===== config.mk =====
export PLATFORM = sky130hd
export DESIGN_NAME = bcm_led_driver
export DESIGN_NICKNAME = d
export VERILOG_FILES = /design/src/rtl/bcm_pkg.sv /design/src/rtl/bcm_plane_store.sv /design/src/rtl/bcm_sequencer.sv /design/src/rtl/bcm_shifter.sv /design/src/rtl/bcm_led_driver.sv
export SDC_FILE = /design/constraint.sdc
export NUM_CORES = 1
export LEC_CHECK = 0
export BUFFER_PORTS_ARGS = -buffer_cell sky130_fd_sc_hd__buf_2
export CORE_MARGIN = 5
export CORE_UTILIZATION = 25
export CTS_CLUSTER_DIAMETER = 80
export CTS_CLUSTER_SIZE = 25
export DETAILED_ROUTE_END_ITERATION = 12
export PLACE_DENSITY_LB_ADDON = 0.05
export SLEW_MARGIN = 15
export SYNTH_ARGS = -nofsm -noshare
export SYNTH_HDL_FRONTEND = slang
export SYNTH_SLANG_ARGS = --single-unit
export TNS_END_PERCENT = 5

===== constraint.sdc =====
create_clock -name clk_i -period 2.8 [get_ports clk_i]
set_input_delay 0.56 -clock clk_i [delete_from_list [all_inputs] [get_ports clk_i]]
set_output_delay 0.56 -clock clk_i [all_outputs]
set_load 0.03 [all_outputs]

===== src/rtl/bcm_pkg.sv =====
package bcm_pkg;
  typedef enum logic {
    PH_DATA  = 1'b0,
    PH_CLEAR = 1'b1
  } phase_e;
endpackage


===== src/rtl/bcm_plane_store.sv =====
module bcm_plane_store #(
  parameter int N_CH   = 32,
  parameter int WORD_W = 16,
  parameter int N_BITS = 14,
  localparam int CH_W  = $clog2(N_CH)
) (
  input  logic                          clk_i,
  input  logic                          rst_ni,
  input  logic                          wr_en_i,
  input  logic [CH_W-1:0]               wr_ch_i,
  input  logic [WORD_W-1:0]             wr_data_i,
  output logic [N_BITS-1:0][N_CH-1:0]   planes_o
);
  localparam int DROP_W = WORD_W - N_BITS;

  logic [N_CH-1:0][N_BITS-1:0] level_q;
  logic                        unused_low;

  assign unused_low = ^wr_data_i[DROP_W-1:0];

  always_ff @(posedge clk_i or negedge rst_ni) begin
    if (!rst_ni) begin
      level_q <= '0;
    end else if (wr_en_i) begin
      level_q[wr_ch_i] <= wr_data_i[WORD_W-1 -: N_BITS];
    end
  end

  // transpose: plane b gathers bit b of every channel
  for (genvar b = 0; b < N_BITS; b++) begin : g_plane
    for (genvar c = 0; c < N_CH; c++) begin : g_ch
      assign planes_o[b][c] = level_q[c][b];
    end
  end


  store_write_chk: assert property (@(posedge clk_i) disable iff (!rst_ni)
    wr_en_i |=> level_q[$past(wr_ch_i)] == $past(wr_data_i[WORD_W-1 -: N_BITS]));
endmodule


===== src/rtl/bcm_sequencer.sv =====
module bcm_sequencer
  import bcm_pkg::*;
#(
  parameter int N_BITS      = 14,
  parameter int SHIFT_TICKS = 120,
  parameter int DATA_EXTRA  = 2,
  parameter int BASE_TICKS  = 4,
  parameter int CLR_TICKS   = 40,
  localparam int BIT_W      = $clog2(N_BITS),
  localparam int MAX_LEN    = SHIFT_TICKS + DATA_EXTRA + (BASE_TICKS << (N_BITS - 1)),
  localparam int CNT_W      = $clog2(MAX_LEN + 1)
) (
  input  logic             clk_i,
  input  logic             rst_ni,
  output phase_e           phase_o,
  output logic [CNT_W-1:0] tick_o,
  output logic [BIT_W-1:0] bit_o,
  output logic             load_o
);
  phase_e           phase_q;
  logic [CNT_W-1:0] tick_q;
  logic [BIT_W-1:0] bit_q;
  logic [CNT_W-1:0] data_last;
  logic [BIT_W-1:0] bit_next;

  always_comb begin
    data_last = CNT_W'(SHIFT_TICKS + DATA_EXTRA - 1) + (CNT_W'(BASE_TICKS) << bit_q);
    bit_next  = (bit_q == BIT_W'(N_BITS - 1)) ? '0 : bit_q + 1'b1;
  end

  always_ff @(posedge clk_i or negedge rst_ni) begin
    if (!rst_ni) begin
      phase_q <= PH_DATA;
      tick_q  <= '0;
      bit_q   <= '0;
    end else if (phase_q == PH_DATA) begin
      if (tick_q == data_last) begin
        phase_q <= PH_CLEAR;
        tick_q  <= '0;
      end else begin
        tick_q <= tick_q + 1'b1;
      end
    end else begin
      if (tick_q == CNT_W'(CLR_TICKS - 1)) begin
        phase_q <= PH_DATA;
        tick_q  <= '0;
        bit_q   <= bit_next;
      end else begin
        tick_q <= tick_q + 1'b1;
      end
    end
  end

  assign phase_o = phase_q;
  assign tick_o  = tick_q;
  assign bit_o   = bit_q;
  assign load_o  = (phase_q == PH_DATA) && (tick_q == '0);


  bit_order_chk: assert property (@(posedge clk_i) disable iff (!rst_ni)
    (bit_q != $past(bit_q)) |->
      (bit_q == (($past(bit_q) == BIT_W'(N_BITS - 1)) ? '0 : $past(bit_q) + 1'b1)));


  clear_len_chk: assert property (@(posedge clk_i) disable iff (!rst_ni)
    (phase_q == PH_CLEAR) |-> (tick_q < CNT_W'(CLR_TICKS)));


  bit_switch_chk: assert property (@(posedge clk_i) disable iff (!rst_ni)
    (bit_q != $past(bit_q)) |-> (phase_q == PH_DATA && tick_q == '0));
endmodule


===== src/rtl/bcm_shifter.sv =====
module bcm_shifter
  import bcm_pkg::*;
#(
  parameter int N_CH   = 32,
  parameter int N_BITS = 14,
  parameter int CNT_W  = 16,
  localparam int CH_W  = $clog2(N_CH),
  localparam int BIT_W = $clog2(N_BITS),
  localparam int HALF  = N_CH / 2,
  localparam int SHIFT_LEN = 2 * N_CH
) (
  input  logic                        clk_i,
  input  logic                        rst_ni,
  input  logic                        load_i,
  input  logic [BIT_W-1:0]            bit_i,
  input  logic [N_BITS-1:0][N_CH-1:0] planes_i,
  input  phase_e                      phase_i,
  input  logic [CNT_W-1:0]            tick_i,
  output logic                        sclk_o,
  output logic                        sdo_o
);
  logic [N_CH-1:0] plane_q;
  logic [CH_W:0]   rel;
  logic [CH_W-1:0] k_w;
  logic [CH_W-1:0] idx_w;
  logic            in_win;

  always_ff @(posedge clk_i or negedge rst_ni) begin
    if (!rst_ni) begin
      plane_q <= '0;
    end else if (load_i) begin
      plane_q <= planes_i[bit_i];
    end
  end

  // shift window: data ticks 1..SHIFT_LEN, two ticks per bit
  always_comb begin
    in_win = (phase_i == PH_DATA) && (tick_i != '0) && (tick_i <= CNT_W'(SHIFT_LEN));
    rel    = (CH_W + 1)'(tick_i - 1'b1);
    k_w    = rel[CH_W:1];
    // low half first, each half MSB first
    if (k_w < CH_W'(HALF)) idx_w = CH_W'(HALF - 1) - k_w;
    else                   idx_w = CH_W'(N_CH - 1) - (k_w - CH_W'(HALF));
    sclk_o = in_win && rel[0];
    sdo_o  = in_win && plane_q[idx_w];
  end


  plane_hold_chk: assert property (@(posedge clk_i) disable iff (!rst_ni)
    (phase_i == PH_DATA && tick_i != '0 && $past(!load_i)) |-> $stable(plane_q));
endmodule


===== src/rtl/bcm_led_driver.sv =====
module bcm_led_driver
  import bcm_pkg::*;
#(
  parameter int N_CH        = 32,
  parameter int WORD_W      = 16,
  parameter int N_BITS      = 14,
  parameter int SHIFT_TICKS = 120,
  parameter int DATA_EXTRA  = 2,
  parameter int BASE_TICKS  = 4,
  parameter int CLR_TICKS   = 40,
  parameter int DEAD_TICKS  = 1,
  localparam int CH_W       = $clog2(N_CH),
  localparam int BIT_W      = $clog2(N_BITS),
  localparam int MAX_LEN    = SHIFT_TICKS + DATA_EXTRA + (BASE_TICKS << (N_BITS - 1)),
  localparam int CNT_W      = $clog2(MAX_LEN + 1)
) (
  input  logic              clk_i,
  input  logic              rst_ni,
  input  logic              wr_en_i,
  input  logic [CH_W-1:0]   wr_ch_i,
  input  logic [WORD_W-1:0] wr_data_i,
  output logic              sclk_o,
  output logic              sdo_o,
  output logic              strobe_o,
  output logic              clear_o
);
  logic [N_BITS-1:0][N_CH-1:0] planes;
  phase_e                      phase;
  logic [CNT_W-1:0]            tick;
  logic [BIT_W-1:0]            bit_idx;
  logic                        load;
  logic                        sclk_d, sdo_d, strobe_d, clear_d;

  bcm_plane_store #(
    .N_CH(N_CH), .WORD_W(WORD_W), .N_BITS(N_BITS)
  ) u_store (
    .clk_i, .rst_ni, .wr_en_i, .wr_ch_i, .wr_data_i,
    .planes_o(planes)
  );

  bcm_sequencer #(
    .N_BITS(N_BITS), .SHIFT_TICKS(SHIFT_TICKS), .DATA_EXTRA(DATA_EXTRA),
    .BASE_TICKS(BASE_TICKS), .CLR_TICKS(CLR_TICKS)
  ) u_seq (
    .clk_i, .rst_ni,
    .phase_o(phase), .tick_o(tick), .bit_o(bit_idx), .load_o(load)
  );

  bcm_shifter #(
    .N_CH(N_CH), .N_BITS(N_BITS), .CNT_W(CNT_W)
  ) u_shift (
    .clk_i, .rst_ni,
    .load_i(load), .bit_i(bit_idx), .planes_i(planes),
    .phase_i(phase), .tick_i(tick),
    .sclk_o(sclk_d), .sdo_o(sdo_d)
  );

  // strobe holds to end of data cycle; clear waits DEAD_TICKS after it drops
  assign strobe_d = (phase == PH_DATA)  && (tick >= CNT_W'(SHIFT_TICKS));
  assign clear_d  = (phase == PH_CLEAR) && (tick == CNT_W'(DEAD_TICKS));

  always_ff @(posedge clk_i or negedge rst_ni) begin
    if (!rst_ni) begin
      sclk_o   <= 1'b0;
      sdo_o    <= 1'b0;
      strobe_o <= 1'b0;
      clear_o  <= 1'b0;
    end else begin
      sclk_o   <= sclk_d;
      sdo_o    <= sdo_d;
      strobe_o <= strobe_d;
      clear_o  <= clear_d;
    end
  end


  strobe_clear_excl_chk: assert property (@(posedge clk_i) disable iff (!rst_ni)
    clear_o |-> (!strobe_o && $past(!strobe_o)));


  clear_pulse_chk: assert property (@(posedge clk_i) disable iff (!rst_ni)
    clear_o |=> !clear_o);


  sclk_strobe_chk: assert property (@(posedge clk_i) disable iff (!rst_ni)
    sclk_o |-> !strobe_o);


  sdo_stable_chk: assert property (@(posedge clk_i) disable iff (!rst_ni)
    sclk_o |-> $stable(sdo_o));
endmodule


# Word level (Yosys, flattened, before mapping)
# Cells that the tools add are included.
# Widths: inputs -> output; s select.
# op_classes
add_sub_neg,7
n_lt_le_gt_ge,7
n_reduce_logical,11
shift,1
bitwise_logic,1
n_mux,15
n_eq_ne,4
# ops
cell,n
$bwmux 448,1
$bmux 32 s4,1
$demux 14 s5,1
$mux 16,3
$mux 32,1
$add 16x1->16 const B,1
$add 8x16->16 const A,1
$eq 16x1->1 const B,1
$eq 16x16->1,1
$eq 16x6->1 const B,1
$ge 16x7->1 const B,1
$le 16x7->1 const B,1
$logic_not 16->1,1
$reduce_bool 16->1,1
$shl 3x4->16 const A,1
$mux 14,1
$lt 5x6->1 const B,2
$logic_and 1x1->1,8
$sub 6x1->6 const B,1
$bmux 1 s5,1
$ge 5x1->1 const B,1
$lt 4x5->1 const B,1
$lt 5x5->1 const B,1
$mux 5,1
9 further kinds,12
# word_totals
reg_bits,505

# Depth between registers and ports, before layout
# logic_depth
word_depth,7
ltp_mapped,15

# Hierarchy
# A second synthesis with hierarchy kept.
# hier_totals
cells_unflattened,1621
area_unflattened_um2,23751.5
# modules_own_cells
module,n_inst,cells_each,seq_area_each_um2,area_each_um2
bcm_plane_store,1,1020,11210.8,16998.8
bcm_shifter,1,406,800.8,4972.3
bcm_sequencer,1,183,525.5,1624.1
bcm_led_driver,1,12,100.1,156.4

# Worst setup path after synthesis
# Ideal clock, no wire load.
# synth_timing
path_type,register to register
startpoint,"register u_seq.bit_q[0], in the netlist u_seq.bit_o[0]"
endpoint,"register u_seq.tick_q[7], in the netlist u_seq.tick_o[7]"
arrival_ns,2.914
setup_ns,0.119
path_buffers,6
required_time_ns,2.681
slack_ns,-0.233
stages_incl_launch_ff,15
cell_sequence,dfrtp_1 -> buf_6 -> buf_2 -> buf_4 -> buf_4 -> buf_4 -> nor2_1 -> nand2_1 -> ha_1 -> xnor2_1 -> a2111oi_4 -> o2111ai_2 -> nor4_4 -> buf_6 -> nor2_2
# synth_via
elab_chain_len,5
# synth_rtl
element,line,source
start: declaration,bcm_sequencer.sv:22,logic [BIT_W-1:0] bit_q;
start signal: assignment,bcm_sequencer.sv:47,bit_q <= bit_next;
$shl 3x4->16,bcm_sequencer.sv:27,data_last = CNT_W'(SHIFT_TICKS + DATA_EXTRA - 1) + (CNT_W'(BASE_TICKS) << bit_q);
$add 8x16->16,bcm_sequencer.sv:27,
$eq 16x16->1,bcm_sequencer.sv:37,if (tick_q == data_last) begin
$mux 16,bcm_sequencer.sv:37,
$mux 16,bcm_sequencer.sv:36,end else if (phase_q == PH_DATA) begin
end signal: assignment,bcm_sequencer.sv:41,tick_q <= tick_q + 1'b1;
end signal: assignment,bcm_sequencer.sv:49,tick_q <= tick_q + 1'b1;
end: declaration,bcm_sequencer.sv:21,logic [CNT_W-1:0] tick_q;
# Every way passes these cells.
# A chain may end at the register's enable or synchronous reset.

# Worst setup path in the final report
# layout_timing
startpoint,"register u_seq.bit_q[1], in the netlist u_seq.bit_o[1]"
endpoint,"register u_seq.phase_q, in the netlist u_seq.phase_o"
# layout_via
elab_chain_len,5
# layout_rtl
element,line,source
$shl 3x4->16,bcm_sequencer.sv:27,
$add 8x16->16,bcm_sequencer.sv:27,
$eq 16x16->1,bcm_sequencer.sv:37,
$mux 1,bcm_sequencer.sv:37,
$mux 1,bcm_sequencer.sv:36,
end signal: assignment,bcm_sequencer.sv:33,phase_q <= PH_DATA;
end signal: assignment,bcm_sequencer.sv:38,phase_q <= PH_CLEAR;
end signal: assignment,bcm_sequencer.sv:45,phase_q <= PH_DATA;
end: declaration,bcm_sequencer.sv:20,phase_e phase_q;
# Every way passes these cells.

==> results.yml <==
clock_network:
  cts-hold-fix-buffers: 1
  clk_root_buffer_cell: "clkbuf_16"
  cts_buffer_depth: 3
  path_clk_slew_ns: 0.09
  cts.htree.levels: 2
  cts_tree: "yes"
  insertion_delay_ns: 0.60
  cts_buffers: 39
  post_cts_buffers: 0
  clock-sinks: 505
  cts_resized: 0
place:
  dp_slack_ns: 0.260
  gp_congestion: 0.700
  dpl.hpwl_mm: 42.1
  io_buffers: 25
sta:
  timing.setup.tns_ns: 0
  fin_crit_ns: 2.54
  hold_violations: 0
  layout_setup_ws_ns: 0.255
  max_freq_mhz: 393
  relSlewSlack: 0.389
  rsz0062_at_grt: "false"
  post-route-period-util: 0.909
  setup_viol: 0
  finClkSkew_ns: 0.0312
  slew_viol_final: 0
  worstMarginPinSlew_ns: 0.916
final_layout:
  multi_input_area_sq_um: 10300
  fin_util: 0.291
  drive_gt1_frac: 0.438
  num-fill-cells: 9491
  regArea_sq_um: 12600
  area_growth_pct: 15.4
  fin_nets: 1777
die:
  pin_count: 28
  rows: 112
  die_area_sq_um: 101000
  die_x_um: 317
  core_area_sq_um: 93500
  fp.dieH_um: 317
  start_util: 0.252
drt:
  antenna_left: 0
  drt_pass1_iterations: 4
  vias_per_cell: 4.60
  routed_wl_mm: 72.2
  drtIter0Drc: 576
  via_count: 14000
  wl_per_cell_um: 23.8
  drc_errors: 0
job:
  maxCapViolations: 0
global_routing:
  grt_start_max_net_pins: 89
  grt.total_usage: 0.145
  antenna_found_initial: 11
  grt_first_pass_wirelength_mm: 109
  grt_pass1_vias: 15300
  globalRoute.totalOverflow: 0
min_path:
  hold_path_class: "in -> async"
logic_synthesis:
  synth-compound-area-share: 0.0391
  avgSynthCellArea_sq_um: 13.7
  seq_area_frac_synth: 0.536
  syn_nets: 1749
  synth_cell_types: 58
  synth.mux.area_fraction: 0.328
  synthFlopType: "dfrtp_1"
  synth.cell_area_sq_um: 23600
  ys_ff_latch: 505
  synth_fa_ha_area_frac: 0.00371
  synth_edf_count: 0
  yosysWarnings: 0
  synthCells: 1718
  synth_top_family_by_area: "multiplexers"
  synth-simple-area-share: 0.0571
  async_flop_share: 1.00
  synth_xor_area_frac: 0.00849
power:
  p_per_area_nw_per_um2: 655
  max-vdd-ir-drop_uv: 350
  leakagePower_nw: 11.5
  total_power_mw: 17.8
setup_path:
  arrival_ns: 3.07
  cp-end-kind: "flip-flop"
  worstSetupPathType: "reg -> reg"
  worstPathRequired_ns: 3.32
  start_kind: "flip-flop"
  cp_max_fo: 13
status:
  status: "finished clean"
-- metal layers --
metal	share of wire	vias up	GRT usage
met5	0	-	0
met4	0.015	0	0.0261
met3	0.038	56	0.0188
met2	0.47	150	0.239
met1	0.48	7480	0.209
li1	-	6287	-
-- worst max-delay path, cell delays in order (launching register included) --
cell,delay [ns]
dfrtp_4,0.52
nor3_1,0.30
nand2_1,0.10
ha_1,0.32
xnor2_1,0.16
a2111oi_4,0.31
o2111ai_2,0.18
nor4_4,0.28
buf_12,0.20
nand2b_1,0.11
-- metrics by stage --
stage	instances	instance area, sq um	hold slack (ns)
after global routing	3031	27200	0.486
after detailed placement	2958	25800	0.472
after floorplan	1718	23600	0.264
final	3038	27200	0.485
after CTS	3031	27200	0.453
after global placement	2958	25800	0.459
-- kinds of logic after synthesis --
| kind of cell | after synthesis |
|---|---|
| mux | 586 |
| flops | 505 |
| xor+xnor | 22 |
| fa+ha+maj | 7 |
| simple gates | 281 |
| compound gates | 165 |
| buf+inv | 152 |
-- state kept, by name (all words and copies together), names as in the netlist --
| name | cells |
|---|---|
| clear_o | 1 |
| sclk_o | 1 |
| sdo_o | 1 |
| strobe_o | 1 |
| u_seq.bit_o | 4 |
| u_seq.phase_o | 1 |
| u_seq.tick_o | 16 |
| u_shift.plane_q | 32 |
| u_store.planes_o | 448 |
-- placed cells by master, fill, tap and decap left out, types with 3 or more instances in the layout --
| cell | Yosys | routed |
|---|---|---|
| and3_1 | 5 | 5 |
| or3_1 | 4 | 4 |
| nor3_1 | 7 | 7 |
| clkbuf_8 | 0 | 4 |
| diode_2 | 0 | 7 |
| inv_6 | 0 | 3 |
| dfrtp_1 | 505 | 501 |
| a21oi_1 | 69 | 69 |
| mux2i_1 | 33 | 33 |
| o21ai_1 | 5 | 5 |
| mux4_2 | 104 | 104 |
| a211oi_1 | 4 | 4 |
| xor2_1 | 11 | 11 |
| nand2b_1 | 6 | 5 |
| clkbuf_16 | 0 | 40 |
| nor2_1 | 35 | 35 |
| or2_2 | 3 | 3 |
| nand3b_1 | 8 | 8 |
| nor3b_1 | 6 | 6 |
| ha_1 | 7 | 7 |
| mux2_2 | 448 | 448 |
| buf_2 | 34 | 24 |
| nand3_1 | 11 | 11 |
| buf_4 | 8 | 73 |
| nor2b_1 | 6 | 6 |
| nor2_2 | 10 | 10 |
| dfrtp_4 | 0 | 3 |
| clkinv_2 | 0 | 3 |
| and3b_1 | 4 | 4 |
| inv_8 | 0 | 10 |
| inv_1 | 10 | 9 |
| nand2_1 | 157 | 157 |
| buf_12 | 0 | 30 |
| o21ai_0 | 66 | 66 |
| nand4_1 | 5 | 5 |
| and2_1 | 3 | 3 |
| xnor2_1 | 10 | 10 |
| a31oi_1 | 3 | 3 |
| clkbuf_1 | 72 | 5 |
-- Yosys cell counts, types with 7 or more instances --
cell type / number / area share
a21oi_1: 69 / 0.015
buf_1: 24 / 0.0038
buf_2: 34 / 0.0072
buf_4: 8 / 0.0025
clkbuf_1: 72 / 0.011
dfrtp_1: 505 / 0.54
ha_1: 7 / 0.0037
inv_1: 10 / 0.0016
mux2_2: 448 / 0.21
mux2i_1: 33 / 0.014
mux4_2: 104 / 0.099
nand2_1: 157 / 0.025
nand3_1: 11 / 0.0023
nand3b_1: 8 / 0.0025
nor2_1: 35 / 0.0056
nor2_2: 10 / 0.0027
nor3_1: 7 / 0.0015
o21ai_0: 66 / 0.014
xnor2_1: 10 / 0.0037
xor2_1: 11 / 0.0041
-- power breakdown --
part	total, mW	switching, mW	internal (mW)
Combinational	2.47	0.977	1.50
Sequential	9.13	0.587	8.54
Clock	6.21	3.14	3.07
Total	17.8	4.71	13.1
-- cell type report --
cell class / count / share of cell area
repair buffers: 129 / 0.0475
clock inverters: 23 / 0.0104
multi-input cells: 1061 / 0.378
flip-flops and latches: 505 / 0.465
diodes: 7 / 0.000644
clock buffers: 49 / 0.0395
well taps: 1254 / 0.0577
inverters: 10 / 0.00143
-- worst paths after layout --
kind | startpoint | endpoint | slack [ns] | depth (start not counted)
setup reg to reg | u_seq.bit_o[1] | u_seq.phase_o | 0.26 | 9
hold / removal | rst_ni | u_store.planes_o[403] | 0.49 | 2
max in group asynchronous | rst_ni | u_store.planes_o[350] | 1.44 | 3
min in group clk_i | u_shift.plane_q[11] | u_shift.plane_q[11] | 0.49 | 2
setup / recovery | u_seq.bit_o[1] | u_seq.phase_o | 0.26 | 9
hold reg to reg | u_shift.plane_q[11] | u_shift.plane_q[11] | 0.49 | 2
No activity file was read; power rests on OpenSTA's default activity.
